==> src/rtl/fll_pkg.sv <==
package fll_pkg;

  // Number of raw DCO cycles expected in one reference period.
  function automatic logic [11:0] fll_target(input logic [6:0] n, input logic [1:0] code);
    logic [11:0] base;
    base = {5'd0, n} + 12'd1;
    return base << code;
  endfunction

  // Limit a raw tap to the highest usable position.
  function automatic logic [4:0] fll_tap_clamp(input logic [4:0] raw, input logic [4:0] lim);
    return (raw > lim) ? lim : raw;
  endfunction

  // Saturating one-step move of the integrator.
  function automatic logic [9:0] fll_step(input logic [9:0] cur, input logic up, input logic dn);
    logic [9:0] res;
    res = cur;
    if (up && cur != 10'h3FF) res = cur + 10'd1;
    else if (dn && cur != 10'h000) res = cur - 10'd1;
    return res;
  endfunction

endpackage

==> src/rtl/fll_ref_sync.sv <==
module fll_ref_sync #(
  parameter int STAGES = 2
) (
  input  logic clk,
  input  logic rst_n,
  input  logic ref_in,
  output logic ref_evt
);
  localparam int DEPTH = STAGES + 1;
  logic [DEPTH-1:0] pipe_q;

  always_ff @(posedge clk or negedge rst_n) begin
    if (!rst_n) pipe_q <= '0;
    else        pipe_q <= {pipe_q[DEPTH-2:0], ref_in};
  end

  // Rising edge of the synchronized reference, one cycle wide.
  assign ref_evt = pipe_q[STAGES-1] & ~pipe_q[STAGES];
endmodule

==> src/rtl/fll_integrator.sv <==
module fll_integrator
  import fll_pkg::*;
#(
  parameter int INTEG_W = 10,
  parameter int MULT_W  = 7,
  parameter int CODE_W  = 2
) (
  input  logic               clk,
  input  logic               rst_n,
  input  logic               ref_evt,
  input  logic [MULT_W-1:0]  mult_n,
  input  logic [CODE_W-1:0]  div_code,
  input  logic               hold,
  input  logic               wr,
  input  logic [INTEG_W-1:0] wdata,
  output logic [INTEG_W-1:0] integ,
  output logic               step_up,
  output logic               step_dn
);
  localparam int CNT_W = MULT_W + 5;
  localparam logic [CNT_W-1:0] CNT_MAX = '1;

  logic [CNT_W-1:0] cyc_cnt;
  logic [CNT_W-1:0] target;

  always_comb target = CNT_W'(fll_target(mult_n, div_code));

  always_ff @(posedge clk or negedge rst_n) begin
    if (!rst_n)              cyc_cnt <= '0;
    else if (ref_evt)        cyc_cnt <= CNT_W'(1);
    else if (cyc_cnt != CNT_MAX) cyc_cnt <= cyc_cnt + CNT_W'(1);
  end

  assign step_up = ref_evt && !hold && (cyc_cnt <  target);
  assign step_dn = ref_evt && !hold && (cyc_cnt >= target);

  always_ff @(posedge clk or negedge rst_n) begin
    if (!rst_n)  integ <= '0;
    else if (wr) integ <= wdata;
    else         integ <= fll_step(integ, step_up, step_dn);
  end
endmodule

==> src/rtl/fll_modulator.sv <==
module fll_modulator
  import fll_pkg::*;
#(
  parameter int INTEG_W   = 10,
  parameter int MOD_W     = 5,
  parameter int TAP_LIMIT = 28
) (
  input  logic               clk,
  input  logic               rst_n,
  input  logic [INTEG_W-1:0] integ,
  output logic [INTEG_W-MOD_W-1:0] tap_sel,
  output logic               tap_up,
  output logic               frame_last,
  output logic [MOD_W-1:0]   m_frame
);
  localparam int TAP_W = INTEG_W - MOD_W;
  localparam logic [TAP_W-1:0] LIM = TAP_W'(TAP_LIMIT);

  logic [MOD_W-1:0] phase;
  logic [MOD_W-1:0] acc;
  logic [TAP_W-1:0] tap_raw;
  logic [MOD_W-1:0] m_next;
  logic [MOD_W:0]   sum;

  assign tap_raw    = integ[INTEG_W-1:MOD_W];
  assign m_next     = (tap_raw >= LIM) ? '0 : integ[MOD_W-1:0];
  assign frame_last = (phase == '1);
  assign sum        = {1'b0, acc} + {1'b0, m_frame};
  assign tap_up     = sum[MOD_W];

  always_ff @(posedge clk or negedge rst_n) begin
    if (!rst_n) begin
      phase   <= '0;
      acc     <= '0;
      m_frame <= '0;
      tap_sel <= '0;
    end else begin
      phase <= phase + MOD_W'(1);
      if (frame_last) begin
        acc     <= '0;
        m_frame <= m_next;
        tap_sel <= TAP_W'(fll_tap_clamp(5'(tap_raw), 5'(LIM)));
      end else begin
        acc <= sum[MOD_W-1:0];
      end
    end
  end
endmodule

==> src/rtl/fll_postdiv.sv <==
module fll_postdiv #(
  parameter int CODE_W = 2
) (
  input  logic              clk,
  input  logic              rst_n,
  input  logic              range_ext,
  input  logic [CODE_W-1:0] div_code,
  output logic              clk_out
);
  localparam int STAGES = (1 << CODE_W) - 1;
  logic [STAGES-1:0] div_cnt;

  always_ff @(posedge clk or negedge rst_n) begin
    if (!rst_n) div_cnt <= '0;
    else        div_cnt <= div_cnt + STAGES'(1);
  end

  always_comb begin
    clk_out = clk;
    if (!range_ext && div_code != '0) clk_out = div_cnt[div_code - CODE_W'(1)];
  end
endmodule

==> src/rtl/fll_core.sv <==
module fll_core #(
  parameter int INTEG_W   = 10,
  parameter int MOD_W     = 5,
  parameter int MULT_W    = 7,
  parameter int CODE_W    = 2,
  parameter int TAP_LIMIT = 28,
  parameter int SYNC_STG  = 2
) (
  input  logic               dco_clk,
  input  logic               rst_n,
  input  logic               ref_clk,
  input  logic [MULT_W-1:0]  mult_n,
  input  logic               range_ext,
  input  logic [CODE_W-1:0]  div_code,
  input  logic               loop_hold,
  input  logic               integ_wr,
  input  logic [INTEG_W-1:0] integ_wdata,
  output logic [INTEG_W-MOD_W-1:0] tap_sel,
  output logic               tap_up,
  output logic               clk_out,
  output logic [INTEG_W-1:0] integ_q
);
  logic             ref_evt;
  logic             step_up;
  logic             step_dn;
  logic             frame_last;
  logic [MOD_W-1:0] m_frame;

  fll_ref_sync #(.STAGES(SYNC_STG)) u_sync (
    .clk(dco_clk), .rst_n(rst_n), .ref_in(ref_clk), .ref_evt(ref_evt)
  );

  fll_integrator #(.INTEG_W(INTEG_W), .MULT_W(MULT_W), .CODE_W(CODE_W)) u_integ (
    .clk(dco_clk), .rst_n(rst_n), .ref_evt(ref_evt), .mult_n(mult_n),
    .div_code(div_code), .hold(loop_hold), .wr(integ_wr), .wdata(integ_wdata),
    .integ(integ_q), .step_up(step_up), .step_dn(step_dn)
  );

  fll_modulator #(.INTEG_W(INTEG_W), .MOD_W(MOD_W), .TAP_LIMIT(TAP_LIMIT)) u_mod (
    .clk(dco_clk), .rst_n(rst_n), .integ(integ_q), .tap_sel(tap_sel),
    .tap_up(tap_up), .frame_last(frame_last), .m_frame(m_frame)
  );

  fll_postdiv #(.CODE_W(CODE_W)) u_div (
    .clk(dco_clk), .rst_n(rst_n), .range_ext(range_ext),
    .div_code(div_code), .clk_out(clk_out)
  );
endmodule

==> config.mk <==
export PLATFORM = sky130hd
export DESIGN_NAME = fll_core
export DESIGN_NICKNAME = d
export VERILOG_FILES = /design/src/rtl/fll_pkg.sv /design/src/rtl/fll_ref_sync.sv /design/src/rtl/fll_integrator.sv /design/src/rtl/fll_modulator.sv /design/src/rtl/fll_postdiv.sv /design/src/rtl/fll_core.sv
export SDC_FILE = /design/constraint.sdc
export NUM_CORES = 1
export LEC_CHECK = 0
export BUFFER_PORTS_ARGS = -buffer_cell sky130_fd_sc_hd__buf_2
export CORE_MARGIN = 3
export CORE_UTILIZATION = 40
export DETAILED_ROUTE_END_ITERATION = 8
export GPL_ROUTABILITY_DRIVEN = 0
export PLACE_DENSITY = 0.57
export SLEW_MARGIN = 20
export SYNTH_ARGS = -nofsm -noshare
export SYNTH_HDL_FRONTEND = slang
export SYNTH_SLANG_ARGS = --single-unit
export TNS_END_PERCENT = 5
==> constraint.sdc <==
create_clock -name dco_clk -period 7.3 [get_ports dco_clk]
set_input_delay 0.73 -clock dco_clk [delete_from_list [all_inputs] [get_ports dco_clk]]
set_output_delay 0.73 -clock dco_clk [all_outputs]
set_load 0.03 [all_outputs]
==> Word-level counts from Yosys, hierarchy flattened <==
Cells that the tools add are included.
{ "op_classes": {"n_addsub": 8, "order_cmp": 5, "n_eq_ne": 3, "n_shift": 1, "muxes": 11, "bitwise": 2, "reduce_logical": 12} }
{ "ops": {"columns": ["op", "count"], "rows": [
  ["two-way mux 10 bit", 3],
  ["two-way mux 12 bit", 2],
  ["two-way mux 5 bit", 3],
  ["adder 12 x 1 -> 12 bit (second input constant)", 1],
  ["greater-or-equal comparator 12 bit", 1],
  ["< comparator 12 bit", 1],
  ["!= test 12 bit (second input constant)", 1],
  ["left shift 12 x 2 -> 12 bit", 1],
  ["adder 10 x 1 -> 10 bit (second input constant)", 1],
  ["!= test 10 bit (second input constant)", 1],
  ["nonzero test 10 bit", 1],
  ["subtractor 10 x 1 -> 10 bit (second input constant)", 1],
  ["adder 7 x 1 -> 8 bit (second input constant)", 1],
  ["adder 5 x 5 -> 6 bit", 1],
  ["logical AND 1 bit", 6],
  ["adder 5 x 1 -> 5 bit (second input constant)", 1],
  ["equality test 5 bit (second input constant)", 1],
  ["greater-or-equal comparator 5 bit (second input constant)", 1],
  ["greater-than comparator 5 bit (second input constant)", 1],
  ["nonzero test 2 bit", 2],
  ["adder 3 x 1 -> 3 bit (second input constant)", 1],
  ["< comparator 2 x 3 -> 1 bit (second input constant)", 1],
  ["nonzero test 3 bit", 1],
  ["binary-select mux 1 bit (select 2 bit)", 1],
  ["5 further kinds", 7]
]} }
{ "word_totals": {"regBits": 48, "inputBits": 25, "out_inout_bits": 17, "word_cells": 50} }

==> Logic depth before layout (Yosys ltp) <==
{ "depth": {"word_depth": 8, "ltp_mapped": 20, "depth_no_buf": 20} }

==> Modules after synthesis <==
A second synthesis with hierarchy kept.
{ "unflattened": {"cells_unflattened": 343, "hier_area_um2": 3288.2} }
{ "by_module_without_submodules": {"columns": ["mod", "instances", "cells_per_inst", "area_per_inst_um2", "seq_area_each_um2"], "rows": [
  ["fll_integrator", 1, 261, 2165.8, 550.5],
  ["fll_modulator", 1, 63, 877.1, 500.5],
  ["fll_postdiv", 1, 15, 156.4, 75.1],
  ["fll_ref_sync", 1, 4, 88.8, 75.1]
]} }

==> impl_metrics.ini <==
[placed_design]
portBuffers = 41
preCtsSetupSlack_ns = 2.14
post-dp-hpwl_um = 5310

[outcome]
outcome = finished clean

[synth]
synth-seq-cells = 48
synth_area_leader_cell = dfrtp_1
yosysUniqueCellTypes = 53
ys.flop_type = dfrtp_1
yosys-top-cells-area = dfrtp_1, ha_1, nand2_1
avgSynthCellArea_um2 = 9.14
yosys.area_share.simple = 0.213
syn_inst = 354
synth_mux_area_frac = 0.0263
synthAdderAreaFrac = 0.128
yosysTopAreaCellShare = 0.371
synth_warnings = 0
netlist_area_mm2 = 0.00324
synth_edf_count = 0
async_flop_share = 1.00
synth_fp_nets = 411
synth_compound_area_frac = 0.165
synth_seq_area_share = 0.371
synth-xor-area-share = 0.0568
synth_top_family_by_area = simple AND/OR/NAND/NOR gates

[floorplan]
die_h_um = 96.0
start_util = 0.415
ioPinCount = 42
die_area_mm2 = 0.00921
rows = 32
fp.dieW_um = 96.0
coreArea_mm2 = 0.00781

[critical_path]
cpMostUsedCell = clkbuf_8
cp.required_ns = 6.57
cpPeakStageDelay_ns = 0.18
path_cells = clkbuf_8, clkbuf_8, nor2_1, a21oi_1, buf_2
crit_fanout = 2
crit_type = clock port to output pin
cp-end-kind = output pin
critPathLaunchType = clock port
worstPathArrival_ns = 4.18
slowest_stage = buf_2

[timing]
clock_skew_ns = 0.00327
finalSetupViolCount = 0
finalSetupTns_ns = 0
maxSlewViolCount = 0
relSlewSlack = 0.486
setup_slack_ns = 2.39
holdWs_ns = 0.370
hold_viol = 0
worst_slew_pin_slew_ns = 0.769
rsz0062_at_grt = no

[global_route]
grt_pass1_wl_um = 12300
grt_use_total = 0.174
first_global_vias = 2610
overflow = 0
grt_max_degree = 49
antenna_found_initial = 0

[finish]
post-route-util = 0.471
mostFrequentLayoutCells = dfrtp_1, buf_2, nand2_1
areaGrowthSynthToFinish_pct = 13.6
diodes = 0
layout_commonest_cell = dfrtp_1
drive_gt1_frac = 0.165
nets = 449

[power]
leakage_nw = 1.69
vdd_drop_max_mv = 0.0820
fin_total_pwr_w = 0.000880
p_per_area_mw_per_mm2 = 239

[worst_hold_path]
hold_class = register to register

[drt]
routed_via_density = 5.46
wl_um = 7290
wl_per_cell_um = 14.7
drc = 0
antenna_left = 0
vias = 2705
drt-pass1-iter-count = 4
drt_iter0_markers = 109

[clocking]
holdBufCountCts = 0
insertion_delay_ns = 0.42
postCtsSetupRepairBufs = 0
cts_tree = done
clk_pin_slew_ns = 0.09
postCtsResizedCells = 0

[run]
maxCapViolations = 0
-- report_power, final --
group	switching, W	internal, W
logic	0.000161	0.000120
clock network	0.000113	0.000142
registers	0.0000388	0.000305
-- sequential cells by signal, summed over array words and instances (netlist names) --
register,count
u_mod.acc,5
u_mod.tap_sel,5
u_div.div_cnt,3
u_mod.m_frame,5
u_integ.cyc_cnt,12
u_sync.pipe_q,3
u_integ.integ,10
u_mod.phase,5
-- critical path, delay by kind of cell --
family / cells / cell delay [ns]
buffers and inverters: 3 / 0.41
AO/OA/AOI/OAI: 1 / 0.04
AND/OR/NAND/NOR: 1 / 0.09
-- cells by family (layout without fill, tap and decap cells) --
family	Yosys count	in the layout
buffers and inverters	33	72
muxes	8	8
adders and majority gates	32	32
xor gates and xnor gates	21	21
and+or+nand+nor	131	131
DFF	48	48
AOI/OAI and AO/OA	81	81
-- Yosys cell counts (all sizes together), types with 3 or more instances --
master,count
o31ai,3
xor2,12
nand4,6
or4,3
mux2,4
and3,4
o21ai,20
o311ai,7
inv,18
clkbuf,11
buf,3
nor2b,5
ha,30
xnor2,9
nand2,36
dfrtp,48
a21o,6
or3,4
nand4b,10
nand2b,5
nor2,29
a31oi,4
mux2i,4
a211oi,4
a21oi,24
nor3,8
nand3,13
-- cell type report --
| type | count | area (um^2) |
|---|---|---|
| Clock inverter | 3 | 47.5 |
| Timing Repair Buffer | 41 | 208 |
| Sequential cell | 48 | 1200 |
| Fill cell | 777 | 4130 |
| Tap cell | 102 | 128 |
| Clock buffer | 9 | 115 |
| Inverter | 19 | 71.3 |
| Multi-Input combinational cell | 273 | 1910 |
-- per-layer routing --
layer	part of all wire	GRT usage	wire, um
met1	0.49	0.245	3600
met2	0.44	0.250	3230
met3	0.041	0.0446	298
met4	0.022	0.0806	157
met5	0	0	0
-- path summary, 6_finish.rpt --
path	start	endpoint	slack [ns]	depth (start not counted)
worst max-delay path	dco_clk	clk_out	2.39	5
worst min-delay path	u_sync.pipe_q[0]$_DFF_PN0_	u_sync.pipe_q[1]$_DFF_PN0_	0.37	0
worst max register to register	u_integ.cyc_cnt[10]$_DFFE_PN0P_	u_integ.integ[9]$_DFFE_PN0P_	3.47	12
worst min register to register	u_sync.pipe_q[0]$_DFF_PN0_	u_sync.pipe_q[1]$_DFF_PN0_	0.37	0
max in group asynchronous	rst_n	u_integ.integ[9]$_DFFE_PN0P_	6.47	2
min in group asynchronous	rst_n	u_integ.cyc_cnt[2]$_DFFE_PN0P_	0.40	2
-- per-stage QoR --
step | area (um^2) | std cells
4_1_cts | 3680 | 495
6_report | 3680 | 495
5_1_grt | 3680 | 495
3_5_place_dp | 3520 | 484
2_1_floorplan | 3240 | 354
3_3_place_gp | 3520 | 484
Note: power is estimated with default switching activity, not from simulation.
